[config.mk]
export PLATFORM = sky130hd
export DESIGN_NAME = uart_spi_ctl
export DESIGN_NICKNAME = d
export VERILOG_FILES = /design/src/rtl/uart_ctl_pkg.sv /design/src/rtl/uctl_spi_front.sv /design/src/rtl/uctl_cfg.sv /design/src/rtl/uctl_rx_status.sv /design/src/rtl/uart_spi_ctl.sv
export SDC_FILE = /design/constraint.sdc
export NUM_CORES = 1
export LEC_CHECK = 0
export ABC_AREA = 1
export BUFFER_PORTS_ARGS = -buffer_cell sky130_fd_sc_hd__buf_2
export CORE_UTILIZATION = 52
export CTS_CLUSTER_SIZE = 25
export DETAILED_ROUTE_END_ITERATION = 8
export PLACE_DENSITY = 0.71
export SLEW_MARGIN = 10
export SYNTH_ARGS = -nofsm -noshare
export SYNTH_HDL_FRONTEND = slang
export SYNTH_SLANG_ARGS = --single-unit
export TNS_END_PERCENT = 30
[constraint.sdc]
create_clock -name clk -period 1.6 [get_ports clk]
set_input_delay 0.16 -clock clk [delete_from_list [all_inputs] [get_ports clk]]
set_output_delay 0.16 -clock clk [all_outputs]
set_load 0.005 [all_outputs]
[src/rtl/uart_ctl_pkg.sv]
package uart_ctl_pkg;
  localparam int FRAME_BITS = 16;
  localparam int BAUD_W     = 4;
  localparam int DATA_W     = 8;

  typedef enum logic [1:0] {
    OP_RD_DATA = 2'b00,
    OP_RD_CFG  = 2'b01,
    OP_WR_DATA = 2'b10,
    OP_WR_CFG  = 2'b11
  } spi_op_e;

  typedef struct packed {
    logic              fifo_dis;
    logic              irda;
    logic              len7;
    logic              par_en;
    logic              rm;
    logic              pm;
    logic              ram;
    logic              rts;
    logic [BAUD_W-1:0] baud;
  } cfg_t;

  localparam int CFG_W = $bits(cfg_t);
endpackage

[src/rtl/uctl_spi_front.sv]
module uctl_spi_front
  import uart_ctl_pkg::*;
#(
  parameter int NBITS = FRAME_BITS,
  parameter int SYNC  = 2
) (
  input  logic             clk,
  input  logic             rst,
  input  logic             sclk,
  input  logic             cs_n,
  input  logic             mosi,
  input  logic [NBITS-1:0] load_word,
  input  logic [NBITS-1:0] resp_word,
  output logic             miso,
  output logic             in_frame,
  output logic             frame_start,
  output logic             op_evt,
  output spi_op_e          op_code,
  output logic             frame_done,
  output logic [NBITS-1:0] frame_word
);
  localparam int CW = $clog2(NBITS + 1);

  logic [SYNC:0]    sclk_s, cs_s;
  logic [SYNC-1:0]  mosi_s;
  logic             rise, fall, cs_fall;
  logic [CW-1:0]    rise_cnt, fall_cnt;
  logic [NBITS-1:0] sh_in, sh_out;
  logic             op_pend;

  always_ff @(posedge clk) begin
    if (rst) begin
      sclk_s <= '0;
      cs_s   <= '1;
      mosi_s <= '0;
    end else begin
      sclk_s <= {sclk_s[SYNC-1:0], sclk};
      cs_s   <= {cs_s[SYNC-1:0], cs_n};
      mosi_s <= {mosi_s[SYNC-2:0], mosi};
    end
  end

  assign rise     = sclk_s[SYNC-1] & ~sclk_s[SYNC];
  assign fall     = ~sclk_s[SYNC-1] & sclk_s[SYNC];
  assign cs_fall  = ~cs_s[SYNC-1] & cs_s[SYNC];
  assign in_frame = ~cs_s[SYNC-1];
  assign frame_start = cs_fall;

  always_ff @(posedge clk) begin
    if (rst) begin
      rise_cnt   <= '0;
      fall_cnt   <= '0;
      sh_in      <= '0;
      sh_out     <= '0;
      miso       <= 1'b0;
      op_pend    <= 1'b0;
      op_evt     <= 1'b0;
      op_code    <= OP_RD_DATA;
      frame_done <= 1'b0;
      frame_word <= '0;
    end else begin
      frame_done <= 1'b0;
      op_evt     <= op_pend;
      op_pend    <= 1'b0;
      if (cs_fall) begin
        rise_cnt <= '0;
        fall_cnt <= '0;
        sh_out   <= load_word;
        miso     <= load_word[NBITS-1];
      end else if (in_frame) begin
        if (op_evt) begin
          sh_out <= {resp_word[NBITS-2:0], 1'b0};
        end
        if (rise && rise_cnt < CW'(NBITS)) begin
          sh_in    <= {sh_in[NBITS-2:0], mosi_s[SYNC-1]};
          rise_cnt <= rise_cnt + 1'b1;
          if (rise_cnt == CW'(1)) begin
            op_code <= spi_op_e'({sh_in[0], mosi_s[SYNC-1]});
            op_pend <= 1'b1;
          end
        end
        if (fall && rise_cnt != '0 && fall_cnt < CW'(NBITS)) begin
          fall_cnt <= fall_cnt + 1'b1;
          sh_out   <= {sh_out[NBITS-2:0], 1'b0};
          miso     <= sh_out[NBITS-2];
          if (fall_cnt == CW'(NBITS - 1)) begin
            frame_done <= 1'b1;
            frame_word <= sh_in;
          end
        end
      end
    end
  end

  // a completed frame has seen every rising edge
  p_done_full_r10: assert property (@(posedge clk) disable iff (rst)
    frame_done |-> rise_cnt == CW'(NBITS));
endmodule

[src/rtl/uctl_cfg.sv]
module uctl_cfg
  import uart_ctl_pkg::*;
(
  input  logic clk,
  input  logic rst,
  input  logic we,
  input  cfg_t wdata,
  output cfg_t cfg
);
  always_ff @(posedge clk) begin
    if (rst) cfg <= '0;
    else if (we) cfg <= wdata;
  end

  // configuration changes only on a committed write-config frame
  p_cfg_hold_r11: assert property (@(posedge clk) disable iff (rst)
    !we |=> cfg == $past(cfg));
endmodule

[src/rtl/uctl_rx_status.sv]
module uctl_rx_status (
  input  logic clk,
  input  logic rst,
  input  logic in_frame,
  input  logic pop_req,
  input  logic rx_avail,
  input  logic rx_more,
  input  logic rx_par,
  input  logic rx_err,
  input  logic par_en,
  input  logic rm,
  input  logic pm,
  input  logic ram,
  output logic r_flag,
  output logic pr_bit,
  output logic irq_n
);
  always_ff @(posedge clk) begin
    if (rst) r_flag <= 1'b0;
    else if (pop_req) r_flag <= rx_more;
    else if (!in_frame) r_flag <= rx_avail;
  end

  assign pr_bit = par_en & rx_par & rx_avail;
  assign irq_n  = ~((rm & r_flag) | (pm & pr_bit) | (ram & rx_err));

  // the flag is frozen inside a frame except at the pop
  p_r_hold_r6: assert property (@(posedge clk) disable iff (rst)
    (in_frame && !pop_req && $past(in_frame)) |=> $stable(r_flag) || !$past(in_frame));
endmodule

[src/rtl/uart_spi_ctl.sv]
module uart_spi_ctl
  import uart_ctl_pkg::*;
(
  input  logic              clk,
  input  logic              rst,
  input  logic              spi_sclk,
  input  logic              spi_cs_n,
  input  logic              spi_mosi,
  output logic              spi_miso,
  input  logic              cts_pin,
  output logic              rts_pin,
  output logic              irq_n,
  input  logic              rx_avail,
  input  logic              rx_more,
  input  logic [DATA_W-1:0] rx_data,
  input  logic              rx_par,
  input  logic              rx_err,
  output logic              rx_pop,
  input  logic              tx_ready,
  output logic              tx_load,
  output logic [DATA_W-1:0] tx_data,
  output logic              tx_par,
  output logic [BAUD_W-1:0] baud_sel,
  output logic              fifo_dis,
  output logic              irda_en,
  output logic              len7,
  output logic              par_en
);
  localparam int PAD_D = FRAME_BITS - 4 - 1 - DATA_W;
  localparam int PAD_C = FRAME_BITS - 3 - CFG_W;

  logic [FRAME_BITS-1:0] load_word, resp_word, frame_word;
  logic    in_frame, frame_start, op_evt, frame_done;
  spi_op_e op_code, done_op;
  cfg_t    cfg;
  logic    cfg_we, pop_req, r_flag, pr_bit;
  logic    r_snap, t_snap;
  logic [1:0] cts_s;
  logic       cts_stat;
  logic [DATA_W-1:0] rd_bits;

  always_ff @(posedge clk) begin
    if (rst) cts_s <= '1;
    else     cts_s <= {cts_s[0], cts_pin};
  end
  assign cts_stat = ~cts_s[1];

  always_ff @(posedge clk) begin
    if (rst) begin
      r_snap <= 1'b0;
      t_snap <= 1'b0;
    end else if (frame_start) begin
      r_snap <= r_flag;
      t_snap <= tx_ready;
    end
  end

  assign load_word = {r_flag, tx_ready, cts_stat, {(FRAME_BITS-3){1'b0}}};
  assign rd_bits   = rx_avail ? {rx_data[DATA_W-1] & ~cfg.len7, rx_data[DATA_W-2:0]} : '0;

  always_comb begin
    if (op_code == OP_RD_CFG || op_code == OP_WR_CFG)
      resp_word = {r_snap, t_snap, cts_stat, {PAD_C{1'b0}}, cfg};
    else
      resp_word = {r_snap, t_snap, cts_stat, rx_err, {PAD_D{1'b0}}, pr_bit, rd_bits};
  end

  uctl_spi_front u_front (
    .clk(clk), .rst(rst), .sclk(spi_sclk), .cs_n(spi_cs_n), .mosi(spi_mosi),
    .load_word(load_word), .resp_word(resp_word), .miso(spi_miso),
    .in_frame(in_frame), .frame_start(frame_start), .op_evt(op_evt),
    .op_code(op_code), .frame_done(frame_done), .frame_word(frame_word)
  );

  assign done_op = spi_op_e'(frame_word[FRAME_BITS-1 -: 2]);
  assign cfg_we  = frame_done && done_op == OP_WR_CFG;
  assign pop_req = frame_done && r_snap &&
                   (done_op == OP_RD_DATA || done_op == OP_WR_DATA);

  uctl_cfg u_cfg (
    .clk(clk), .rst(rst), .we(cfg_we), .wdata(cfg_t'(frame_word[CFG_W-1:0])), .cfg(cfg)
  );

  uctl_rx_status u_stat (
    .clk(clk), .rst(rst), .in_frame(in_frame), .pop_req(pop_req),
    .rx_avail(rx_avail), .rx_more(rx_more), .rx_par(rx_par), .rx_err(rx_err),
    .par_en(cfg.par_en), .rm(cfg.rm), .pm(cfg.pm), .ram(cfg.ram),
    .r_flag(r_flag), .pr_bit(pr_bit), .irq_n(irq_n)
  );

  always_ff @(posedge clk) begin
    if (rst) begin
      rx_pop  <= 1'b0;
      tx_load <= 1'b0;
      tx_data <= '0;
      tx_par  <= 1'b0;
      rts_pin <= 1'b1;
    end else begin
      rx_pop  <= pop_req;
      rts_pin <= ~cfg.rts;
      tx_load <= frame_done && done_op == OP_WR_DATA && t_snap;
      if (frame_done && done_op == OP_WR_DATA && t_snap) begin
        tx_data <= {frame_word[DATA_W-1] & ~cfg.len7, frame_word[DATA_W-2:0]};
        tx_par  <= frame_word[DATA_W] & cfg.par_en;
      end
    end
  end

  assign baud_sel = cfg.baud;
  assign fifo_dis = cfg.fifo_dis;
  assign irda_en  = cfg.irda;
  assign len7     = cfg.len7;
  assign par_en   = cfg.par_en;

  // one pop per frame
  p_pop_single_r6: assert property (@(posedge clk) disable iff (rst)
    rx_pop |=> !rx_pop);
  // a pop follows only a frame that began with R set
  p_pop_needs_r_r7: assert property (@(posedge clk) disable iff (rst)
    rx_pop |-> $past(r_flag));
  // one load per frame
  p_load_single_r8: assert property (@(posedge clk) disable iff (rst)
    tx_load |=> !tx_load);
endmodule

# After elaboration in Yosys (flattened, before gate mapping)
# Index checks and enable logic that the tools add are counted.
[word_totals]
reg_bits = 100
in_bits = 19
out_inout_bits = 22
word_cells = 106
[classes]
add_sub_neg = 2
magnitude_cmp = 2
eq_ne = 7
muxes = 13
bitwise = 23
n_reduce_logical = 27
[ops]
columns = ["operator", "count"]
rows = [
  ["$mux W15", 4],
  ["$mux W13", 1],
  ["$and A1 B1 Y1", 11],
  ["$add A5 B1 Y5 const B", 2],
  ["$lt A5 B5 Y1 const B", 2],
  ["$not A1 Y1", 10],
  ["$reduce_and A2 Y1", 5],
  ["$logic_and A1 B1 Y1", 8],
  ["$mux W8", 1],
  ["$reduce_and A4 Y1", 2],
  ["$reduce_or A4 Y1", 2],
  ["$mux W1", 7],
  ["$eq A2 B2 Y1 const B", 3],
  ["$reduce_bool A2 Y1", 3],
  ["$eq A5 B1 Y1 const B", 1],
  ["$eq A5 B4 Y1 const B", 1],
  ["$reduce_bool A5 Y1", 1],
  ["$reduce_and A3 Y1", 1],
  ["$reduce_bool A3 Y1", 1],
  ["$eq A2 B1 Y1 const B", 1],
  ["$logic_not A2 Y1", 1],
  ["$logic_or A1 B1 Y1", 2],
  ["$ne A2 B2 Y1 const B", 1],
  ["$or A1 B1 Y1", 2],
  ["$reduce_or A2 Y1", 1],
]

# Depth between registers and ports, before layout
# Gate-level depths: netlist of the first run.
[logic_depth]
depth_word = 8
mapped_depth = 12

# Modules after synthesis
# Synthesis of the first run repeated with hierarchy kept, for this count alone.
[unflattened]
hier_cells = 698
hier_area_um2 = 4596.9
[by_module_without_submodules]
columns = ["module", "instances", "cells_per_inst", "area_each_um2", "seq_area_each_um2"]
rows = [
  ["uctl_spi_front", 1, 480, 3203.1, 1421.4],
  ["uart_spi_ctl", 1, 125, 809.5, 320.3],
  ["uctl_cfg", 1, 76, 496.7, 240.2],
  ["uctl_rx_status", 1, 17, 87.6, 20.0],
]

# Least setup slack after synthesis of the first run
# No wires, ideal clock.
[synth_path]
kind = "register to register"
startpoint = "register u_front.rise_cnt[0]"
endpoint = "register u_front.sh_out[10]"
setup_time_ns = 0.116
arrival_ns = 1.374
t_required_ns = 1.484
setup_slack_ns = 0.111
stages_incl_launch_ff = 12
path_buffers = 1
synth_period_minus_slack_ns = 1.489
cell_sequence = "dfxtp_1 > inv_1 > ha_1 > inv_1 > nor2_1 > nand2_2 > nand3_4 > nand2_1 > inv_2 > buf_4 > nor2_1 > nor2_1"
[synth_via]
elab_chain_cells = 5
[synth_rtl]
columns = ["item", "line", "rtl"]
rows = [
  ["start, declared", "uctl_spi_front.sv:27", "logic [CW-1:0] rise_cnt, fall_cnt;"],
  ["start signal, assigned", "uctl_spi_front.sv:76", "rise_cnt <= rise_cnt + 1'b1;"],
  ["$reduce_bool A5 Y1 *", "uctl_spi_front.sv:82", "if (fall && rise_cnt != '0 && fall_cnt < CW'(NBITS)) begin"],
  ["$logic_and A1 B1 Y1 * (2 in series)", "uctl_spi_front.sv:82", ""],
  ["$reduce_bool A2 Y1 (no source line)", "-", ""],
  ["$reduce_and A2 Y1 (no source line)", "-", ""],
  ["end signal, assigned", "uctl_spi_front.sv:68", "sh_out <= load_word;"],
  ["end signal, assigned", "uctl_spi_front.sv:72", "sh_out <= {resp_word[NBITS-2:0], 1'b0};"],
  ["end signal, assigned", "uctl_spi_front.sv:84", "sh_out <= {sh_out[NBITS-2:0], 1'b0};"],
  ["end, declared", "uctl_spi_front.sv:28", "logic [NBITS-1:0] sh_in, sh_out;"],
]
# Every way passes the cells marked *; elsewhere a longest branch is shown, timed or not.
# A chain may end at the register's enable or synchronous reset.

# Final worst setup path of the first run
[layout_path]
startpoint = "register u_front.cs_s[1]"
endpoint = "register u_front.sh_out[3]"
[layout_via]
elab_chain_cells = 3
[layout_rtl]
columns = ["item", "line", "rtl"]
rows = [
  ["start, declared", "uctl_spi_front.sv:24", "logic [SYNC:0] sclk_s, cs_s;"],
  ["start signal, assigned", "uctl_spi_front.sv:38", "cs_s <= {cs_s[SYNC-1:0], cs_n};"],
  ["$not A1 Y1 *", "uctl_spi_front.sv:45", "assign cs_fall = ~cs_s[SYNC-1] & cs_s[SYNC];"],
  ["$and A1 B1 Y1", "uctl_spi_front.sv:45", ""],
  ["$reduce_or A2 Y1 (no source line)", "-", ""],
]
# Marked as above.

==> metrics.log, run 1 <==
[metrics] HPWL after DPL: 5760 um
[metrics] routed len/inst: 12.2 um
[metrics] HP Class: input pin to flop
[metrics] area of the die: 0.00791 mm^2
[metrics] final hold vios: 0
[metrics] internal power of the cells: 3.38 mW
[metrics] utilization after layout: 62.8%
[metrics] Final Cell Area: 0.00458 mm^2
[metrics] leading post-synthesis cells by cell area: dfxtp_1, nor2_1, nand2_1
[metrics] fraction of synthesized cell area taken by the top area cell type: 48.9%
[metrics] final worst path period need: 1470 ps
[metrics] die height: 89.0 um
[metrics] worst slew slack as a fraction of its limit: 78.1%
[metrics] library cell occupying the most area in the post-synthesis netlist: dfxtp_1
[metrics] summed instance area of the synthesized netlist: 0.00393 mm^2
[metrics] timing-limited maximum frequency: 681 MHz
[metrics] switching pwr: 980 uW
[metrics] fraction of power consumed by sequential logic: 55.4%
[metrics] boundary pin count: 41
[metrics] clock root buffer: clkbuf_8
[metrics] switching share of power: 22.5%
[metrics] arrival time reported for the critical path endpoint: 1760 ps
[metrics] global-route wire length before repair: 13,500 um
[metrics] required time reported for the critical path endpoint: 1890 ps
[metrics] final setup violation count: 0
[metrics] final number of max-transition violations: 0
[metrics] power per unit of standard cell area: 951 mW/mm^2
[metrics] vias in the first global route: 3,009
[metrics] detailed-route vias per instance: 4.97
[metrics] share of power burned in combinational logic: 4.0%
[metrics] final RePlAce weighted congestion: 0.784
[metrics] vias post-DR: 3,361
[metrics] highest fanout seen on the critical path: 11
[metrics] largest net degree at the start of global routing: 54
[metrics] cell at the slowest stage of the critical path: dfxtp_1
[metrics] number of levels the H-tree was split into: 3
[metrics] count of buffering cells on the critical path with inverters included: 3
[metrics] area delta synth->final: 16.5%
[metrics] run status: finished clean
[metrics] total cell area at the placement stage: 0.00429 mm^2
[metrics] transition time at the pin with the least slew margin: 328 ps
[metrics] internal reg-to-reg setup slack: 130 ps
[metrics] share of final-layout standard cells stronger than drive strength 1: 17.9%
[metrics] Setup crit end kind: flop
[metrics] Fin Clk Skew: 11.6 ps
[metrics] global-route total usage across every layer: 22.3%
[metrics] mean cell area of the mapped netlist: 7.53 um^2
[metrics] DRC Markers: 0
[metrics] final clock period utilization by the worst path: 91.8%
[metrics] Synth Net Count: 546
[metrics] max-cap viol count: 0
[metrics] floorplan core area: 0.00729 mm^2
[metrics] port buffer count: 40
[metrics] TritonCTS Sinks: 96
[metrics] flops & latches, synth: 96
[metrics] non-filler instance count after layout: 676
[metrics] crit path cell chain: inv_2 > nand2_4 > inv_1 > nor2_4 > buf_4 > o21ai_0 > nor2_1
[metrics] Cell variety after synth: 31
[metrics] worst hold slack after final layout: 94.4 ps
[metrics] sort of element at the start of the critical path: flop
[metrics] fill cell instance count of the final layout: 694
[metrics] antenna-violating nets left: 0
[metrics] clock latency at the later pin of the worst-skew pair: 360 ps
[metrics] CP top delay family: flip-flops
[metrics] Cells after DPL: 655
[metrics] effective utilization at floorplan: 53.9%
[metrics] CTS max path bufs: 2
[metrics] share of total power in the clock network: 40.6%
[metrics] sequential-to-total area share from yosys stat: 48.9%
[metrics] initial antenna violation count: 0
[metrics] antenna fix cells: 0
[metrics] total detailed-routing wirelength: 8220 um
[metrics] FP Rows: 31
[metrics] CTS clock-pin slew for the worst setup and hold paths: 90 ps
[metrics] detailed-routing iteration count for the pre-antenna-repair pass: 5
[metrics] maximum cell stage delay along the critical path: 470 ps
[metrics] maximum ir drop on the vdd rail: 496 uV
[metrics] nets: 596
[metrics] cell count after synthesis: 522
[metrics] Pleak: 2.06 nW
[metrics] number of CTS-inserted buffers: 9
[metrics] remaining global-route overflow: 0
[metrics] clock tree from TritonCTS: yes
[metrics] Critical Setup Path Class: flop to flop
[metrics] violation count after the first detailed-routing iteration: 178
[metrics] Synthesis Warnings: 0
[metrics] width of the chip: 89.0 um
## cell families after synthesis
kind of cell | synth area share (%)
adder cells (fa/ha/maj) | 1.59
flip-flops | 48.9
AO/OA/AOI/OAI | 13.1
buffers and inverters | 9.10
XOR/XNOR | 0.446
AND/OR/NAND/NOR | 26.9
## layout by cell type (no fill, tap or decap), types with 3 or more instances in the layout
cell           netlist  layout
ha_1                 5       4
nor2_1             101     100
nand3_1             23      23
nor2_2               2       3
buf_2                4      40
clkbuf_8             0       9
or2_2                4       4
nand2_1             80      79
dlygate4sd3_1        0       4
nand4_1             11      11
inv_6                0       5
dfxtp_1             96      95
o21ai_0             60      58
buf_4                8      16
inv_1               51      51
nand2_2              2       3
a21oi_1             39      39
inv_2                4       4
## timing repair
item,4_1_cts,5_1_grt
endpoints found under the setup margin,0,24
hold buffers,4,0
endpoints found under the hold margin,4,0
buffers inserted,0,1
gates resized for setup,0,10
## worst reg2reg max path, stage by stage (launching register included)
cell,delay (ps)
dfxtp_1,470
inv_2,160
nand2_4,120
inv_1,90
nor2_4,160
buf_4,200
o21ai_0,100
nor2_1,100
## cells in the mapped netlist, drive strengths merged
| library cell | instances |
|---|---|
| nand4 | 12 |
| clkinv | 2 |
| or2 | 4 |
| o22ai | 1 |
| nor2 | 106 |
| xor2 | 2 |
| ha | 5 |
| nand2 | 84 |
| o21ai | 60 |
| a21oi | 39 |
| o31ai | 2 |
| and3 | 1 |
| buf | 13 |
| nor3 | 1 |
| inv | 56 |
| nand3 | 26 |
| clkbuf | 12 |
| dfxtp | 96 |
## final timing paths
kind                        start                end  cells after the start
setup / recovery  u_front.cs_s[1]  u_front.sh_out[3]                      7
hold / removal           tx_ready             t_snap                      3
setup reg to reg  u_front.cs_s[1]  u_front.sh_out[3]                      7
hold reg to reg      u_cfg.cfg[4]            rts_pin                      1
## metrics by stage
stage                     setup slack, ps  power, mW  setup TNS [ps]
after floorplan                       111       2.57               0
after global placement                134       2.64               0
after detailed placement             91.2       2.64               0
after CTS                            70.6       4.40               0
after global routing                -12.2       4.51           -24.6
final                                 131       4.36               0
## layout make-up
cell class / instances / area [um^2] / area share (%)
repair buffers: 64 / 427 / 9.31
well taps: 99 / 124 / 2.70
inverters: 58 / 224 / 4.89
clock buffers: 9 / 124 / 2.70
multi-input cells: 343 / 1660 / 36.2
flip-flops and latches: 96 / 1920 / 42.0
clock inverters: 7 / 100 / 2.18
## state kept, by name, indices dropped and copies added, names as in the netlist, 2 cells and up
signal,count
u_front.sh_in,16
u_front.frame_word,14
u_front.sh_out,14
u_cfg.cfg,12
tx_data,8
u_front.fall_cnt,5
u_front.rise_cnt,5
u_front.cs_s,3
u_front.sclk_s,3
cts_s,2
u_front.mosi_s,2
## layer usage
layer	track usage (%)	vias up	part of all wire, %
met5	0	-	0
met4	8.80	0	1.3
met3	3.51	9	5.0
met2	36.5	80	46
met1	29.7	1508	48
li1	-	1764	-
## power groups by stage
stage / Combinational [mW] / Clock, mW / Sequential, mW
after detailed placement: 0.166 / 0 / 2.47
final: 0.175 / 1.77 / 2.41
after floorplan: 0.106 / 0 / 2.47
after global placement: 0.166 / 0 / 2.47
after CTS: 0.174 / 1.81 / 2.42
after global routing: 0.198 / 1.89 / 2.42
No activity file was read; power rests on OpenSTA's default activity.
==> run 2, diff against run 1 <==
--- a/config.mk
+++ b/config.mk
@@ -5,7 +5,6 @@
 export SDC_FILE = /design/constraint.sdc
 export NUM_CORES = 1
 export LEC_CHECK = 0
-export ABC_AREA = 1
 export BUFFER_PORTS_ARGS = -buffer_cell sky130_fd_sc_hd__buf_2
 export CORE_UTILIZATION = 52
 export CTS_CLUSTER_SIZE = 25
==> run 2 against run 1 <==
Net effect:
- the run now ends with negative setup slack left
- via count is 6.3% lower
- first-iteration DRC count is 15% lower
- clock skew is 4.5 ps higher
- utilization is 2.0 points higher
- sequential share of layout area is 0.82 points lower
- largest power group unchanged
==> metrics.log, run 2 <==
[metrics] run status: complete, but fails checks
[metrics] violated checks: negative setup slack
[metrics] crit path cell chain: inv_2 > ha_4 > or4b_4 > a21o_4 > nor3_2 > a311oi_1
[metrics] width of the chip: 88.2 um
[metrics] final clock period utilization by the worst path: 109%
[metrics] clock tree from TritonCTS: yes
[metrics] sequential-to-total area share from yosys stat: 49.7%
[metrics] antenna-violating nets left: 0
[metrics] total cell area at the placement stage: 0.00420 mm^2
[metrics] number of cells on the worst reg-to-reg path: 6
[metrics] maximum ir drop on the vdd rail: 679 uV
[metrics] die height: 88.2 um
[metrics] Largest register FFs: 16
[metrics] switching pwr: 1.01 mW
[metrics] max-cap viol count: 0
[metrics] TritonCTS Sinks: 96
[metrics] share of final-layout standard cells stronger than drive strength 1: 26.1%
[metrics] Fin Clk Skew: 16.1 ps
[metrics] FP Rows: 31
[metrics] transition time at the pin with the least slew margin: 738 ps
[metrics] dominant cell by count in the synthesized netlist: dfxtp_1
[metrics] final hold vios: 0
[metrics] total detailed-routing wirelength: 9000 um
[metrics] global-route wire length before repair: 14,100 um
[metrics] routed len/inst: 15.4 um
[metrics] required time reported for the critical path endpoint: 1810 ps
[metrics] clock latency at the later pin of the worst-skew pair: 370 ps
[metrics] violation count after the first detailed-routing iteration: 151
[metrics] final setup slack of the worst path: -144 ps
[metrics] effective utilization at floorplan: 53.6%
[metrics] arrival time reported for the critical path endpoint: 1960 ps
[metrics] final RePlAce weighted congestion: 0.878
[metrics] global-route total usage across every layer: 24.2%
[metrics] cell count after synthesis: 425
[metrics] Final Cell Area: 0.00468 mm^2
[metrics] HPWL after DPL: 5690 um
[metrics] most common library cell in the layout ignoring fill and taps: dfxtp_1
[metrics] mean cell area of the mapped netlist: 9.10 um^2
[metrics] Synth Net Count: 449
[metrics] library cell occupying the most area in the post-synthesis netlist: dfxtp_1
[metrics] Async SR Flop Fraction: 0%
[metrics] vias in the first global route: 2,895
[metrics] reg-to-reg startpoint: u_front.rise_cnt[1]
[metrics] antenna fix cells: 0
[metrics] setup TNS: -3510 ps
[metrics] flops & latches, synth: 96
[metrics] Final Power: 4.22 mW
[metrics] CP top delay family: simple AND/OR/NAND/NOR gates
[metrics] worst reg2reg path endpoint: u_front.sh_out[13]
[metrics] Setup crit end kind: flop
[metrics] pre-CTS setup slack: -143 ps
[metrics] summed instance area of the synthesized netlist: 0.00387 mm^2
[metrics] Worst Min Path Start: rx_more
[metrics] CTS max path bufs: 2
[metrics] Post-synth EDFFs: 0
[metrics] Synthesis Warnings: 0
[metrics] initial antenna violation count: 0
[metrics] worst slew slack as a fraction of its limit: 50.7%
[metrics] utilization after layout: 64.8%
[metrics] most numerous cell types in the synthesized netlist: dfxtp_1, nand2_1, a21oi_1
[metrics] vias post-DR: 3,149
[metrics] final worst path period need: 1740 ps
[metrics] fraction of synthesized cell area taken by the top area cell type: 49.7%
[metrics] switching share of power: 23.9%
[metrics] HP Class: input pin to flop
[metrics] DRC Markers: 0
[metrics] share of power burned in combinational logic: 4.0%
[metrics] port buffer count: 40
[metrics] clock root buffer: clkbuf_8
[metrics] worst-case hold path end point: u_stat.r_flag
[metrics] ys flop type: dfxtp_1
[metrics] maximum cell stage delay along the critical path: 580 ps
[metrics] final setup violation count: 31
[metrics] Pleak: 1.96 nW
[metrics] detailed-route vias per instance: 5.37
[metrics] register with the most flip-flops: u_front.sh_in
[metrics] timing-limited maximum frequency: 573 MHz
[metrics] boundary pin count: 41
[metrics] number of CTS-inserted buffers: 9
[metrics] area delta synth->final: 20.9%
[metrics] unrepaired setup endpoints after global routing: yes
[metrics] share of total power in the clock network: 38.8%
[metrics] number of levels the H-tree was split into: 3
[metrics] Critical Setup Path Class: flop to flop
[metrics] nets: 506
[metrics] final number of max-transition violations: 0
[metrics] CTS clock-pin slew for the worst setup and hold paths: 100 ps
[metrics] detailed-routing iteration count for the pre-antenna-repair pass: 5
[metrics] floorplan core area: 0.00721 mm^2
[metrics] highest fanout seen on the critical path: 7
[metrics] Cells on Worst Hold Path: 3
[metrics] fraction of power consumed by sequential logic: 57.2%
[metrics] area of the die: 0.00778 mm^2
[metrics] biggest regs: u_front.sh_in (16), u_front.frame_word (14), u_front.sh_out (14)
[metrics] sort of element at the start of the critical path: flop
[metrics] largest net degree at the start of global routing: 75
[metrics] commonest non-fill, non-tap cells in the layout: dfxtp_1, nand2_1, a21oi_1, buf_2, nor2_1
[metrics] remaining global-route overflow: 0
[metrics] count of buffering cells on the critical path with inverters included: 1
[metrics] leading post-synthesis cells by cell area: dfxtp_1, nand2_1, a21oi_1
[metrics] Cell variety after synth: 52
[metrics] cell at the slowest stage of the critical path: or4b_4
[metrics] internal power of the cells: 3.22 mW
[metrics] internal reg-to-reg setup slack: -140 ps
[metrics] power per unit of standard cell area: 903 mW/mm^2
-- run 2: cell count changes after synthesis, moves of 3 or more --
cell and delta:
buf_4 -3, a21oi_1 +14, inv_1 -47, mux2i_1 +26, o22ai_1 +6, nand3_1 -14, a22o_1 +7, inv_2 -4
nor2_1 -69, nand2b_1 +4, nor2b_1 +12, nand2_1 +9, o21ai_0 -55, nand4_1 -10
-- run 2: per-layer routing --
layer / up-vias / global-route usage, % / part of all wire, %
met5: - / 0 / 0
met4: 0 / 10.6 / 2.8
met3: 28 / 4.38 / 4.8
met2: 95 / 39.6 / 47
li1: 1556 / - / -
met1: 1470 / 31.4 / 46
-- run 2: tightest hold or removal path: stages --
cell      delay, ps
buf_2           100
nor2_1           90
a211oi_1         50
-- run 2: how the worst max path moves through the flow --
| stage | from | endpoint | slack (ps) | cells past startpoint |
|---|---|---|---|---|
| 2_1_floorplan | u_front.rise_cnt[0] | u_front.frame_word[4] | -110 | 8 |
| 3_3_place_gp | u_front.rise_cnt[0] | u_front.sh_out[14] | -80 | 6 |
| 3_5_place_dp | u_front.rise_cnt[1] | u_front.sh_out[14] | -140 | 6 |
| 4_1_cts | u_front.rise_cnt[1] | u_front.sh_out[4] | -140 | 6 |
| 5_1_grt | u_front.rise_cnt[1] | u_front.sh_out[11] | -220 | 8 |
| 6_report | u_front.rise_cnt[1] | u_front.sh_out[13] | -140 | 6 |
-- run 2: cell families after synthesis --
| logic type | after synthesis | synth area share [%] |
|---|---|---|
| muxes | 26 | 6.73 |
| AOI/OAI and AO/OA | 85 | 13.2 |
| adders and majority gates | 5 | 1.62 |
| and+or+nand+nor | 175 | 22.4 |
| DFF | 96 | 49.7 |
| xor gates and xnor gates | 5 | 1.13 |
| buffers and inverters | 33 | 5.18 |
-- run 2: layout make-up --
cell class	instances	area, um^2
clock inverters	7	78.8
multi-input cells	300	1960
fillers	583	2540
flip-flops and latches	96	1920
repair buffers	71	454
well taps	99	124
clock buffers	9	124
inverters	4	15.0
-- run 2: timing repair --
action | in CTS | in global routing
resized for setup | 21 | 16
endpoints found under the setup margin | 32 | 50
hold buffers | 4 | 0
setup buffers | 2 | 0
cloned | 4 | 0
endpoints found under the hold margin | 4 | 0
pin swaps | 7 | 6
-- run 2: power groups by stage --
stage / combinational [mW] / clock, mW / sequential, mW
final: 0.169 / 1.64 / 2.42
after global routing: 0.181 / 1.76 / 2.42
after CTS: 0.159 / 1.65 / 2.42
after detailed placement: 0.143 / 0 / 2.47
after global placement: 0.141 / 0 / 2.47
after floorplan: 0.0894 / 0 / 2.47
-- run 2: metrics by stage --
stage	hold slack [ps]	instances
2_1_floorplan	264	425
3_3_place_gp	345	560
3_5_place_dp	346	560
4_1_cts	72.2	586
5_1_grt	89.8	586
6_report	79.9	586
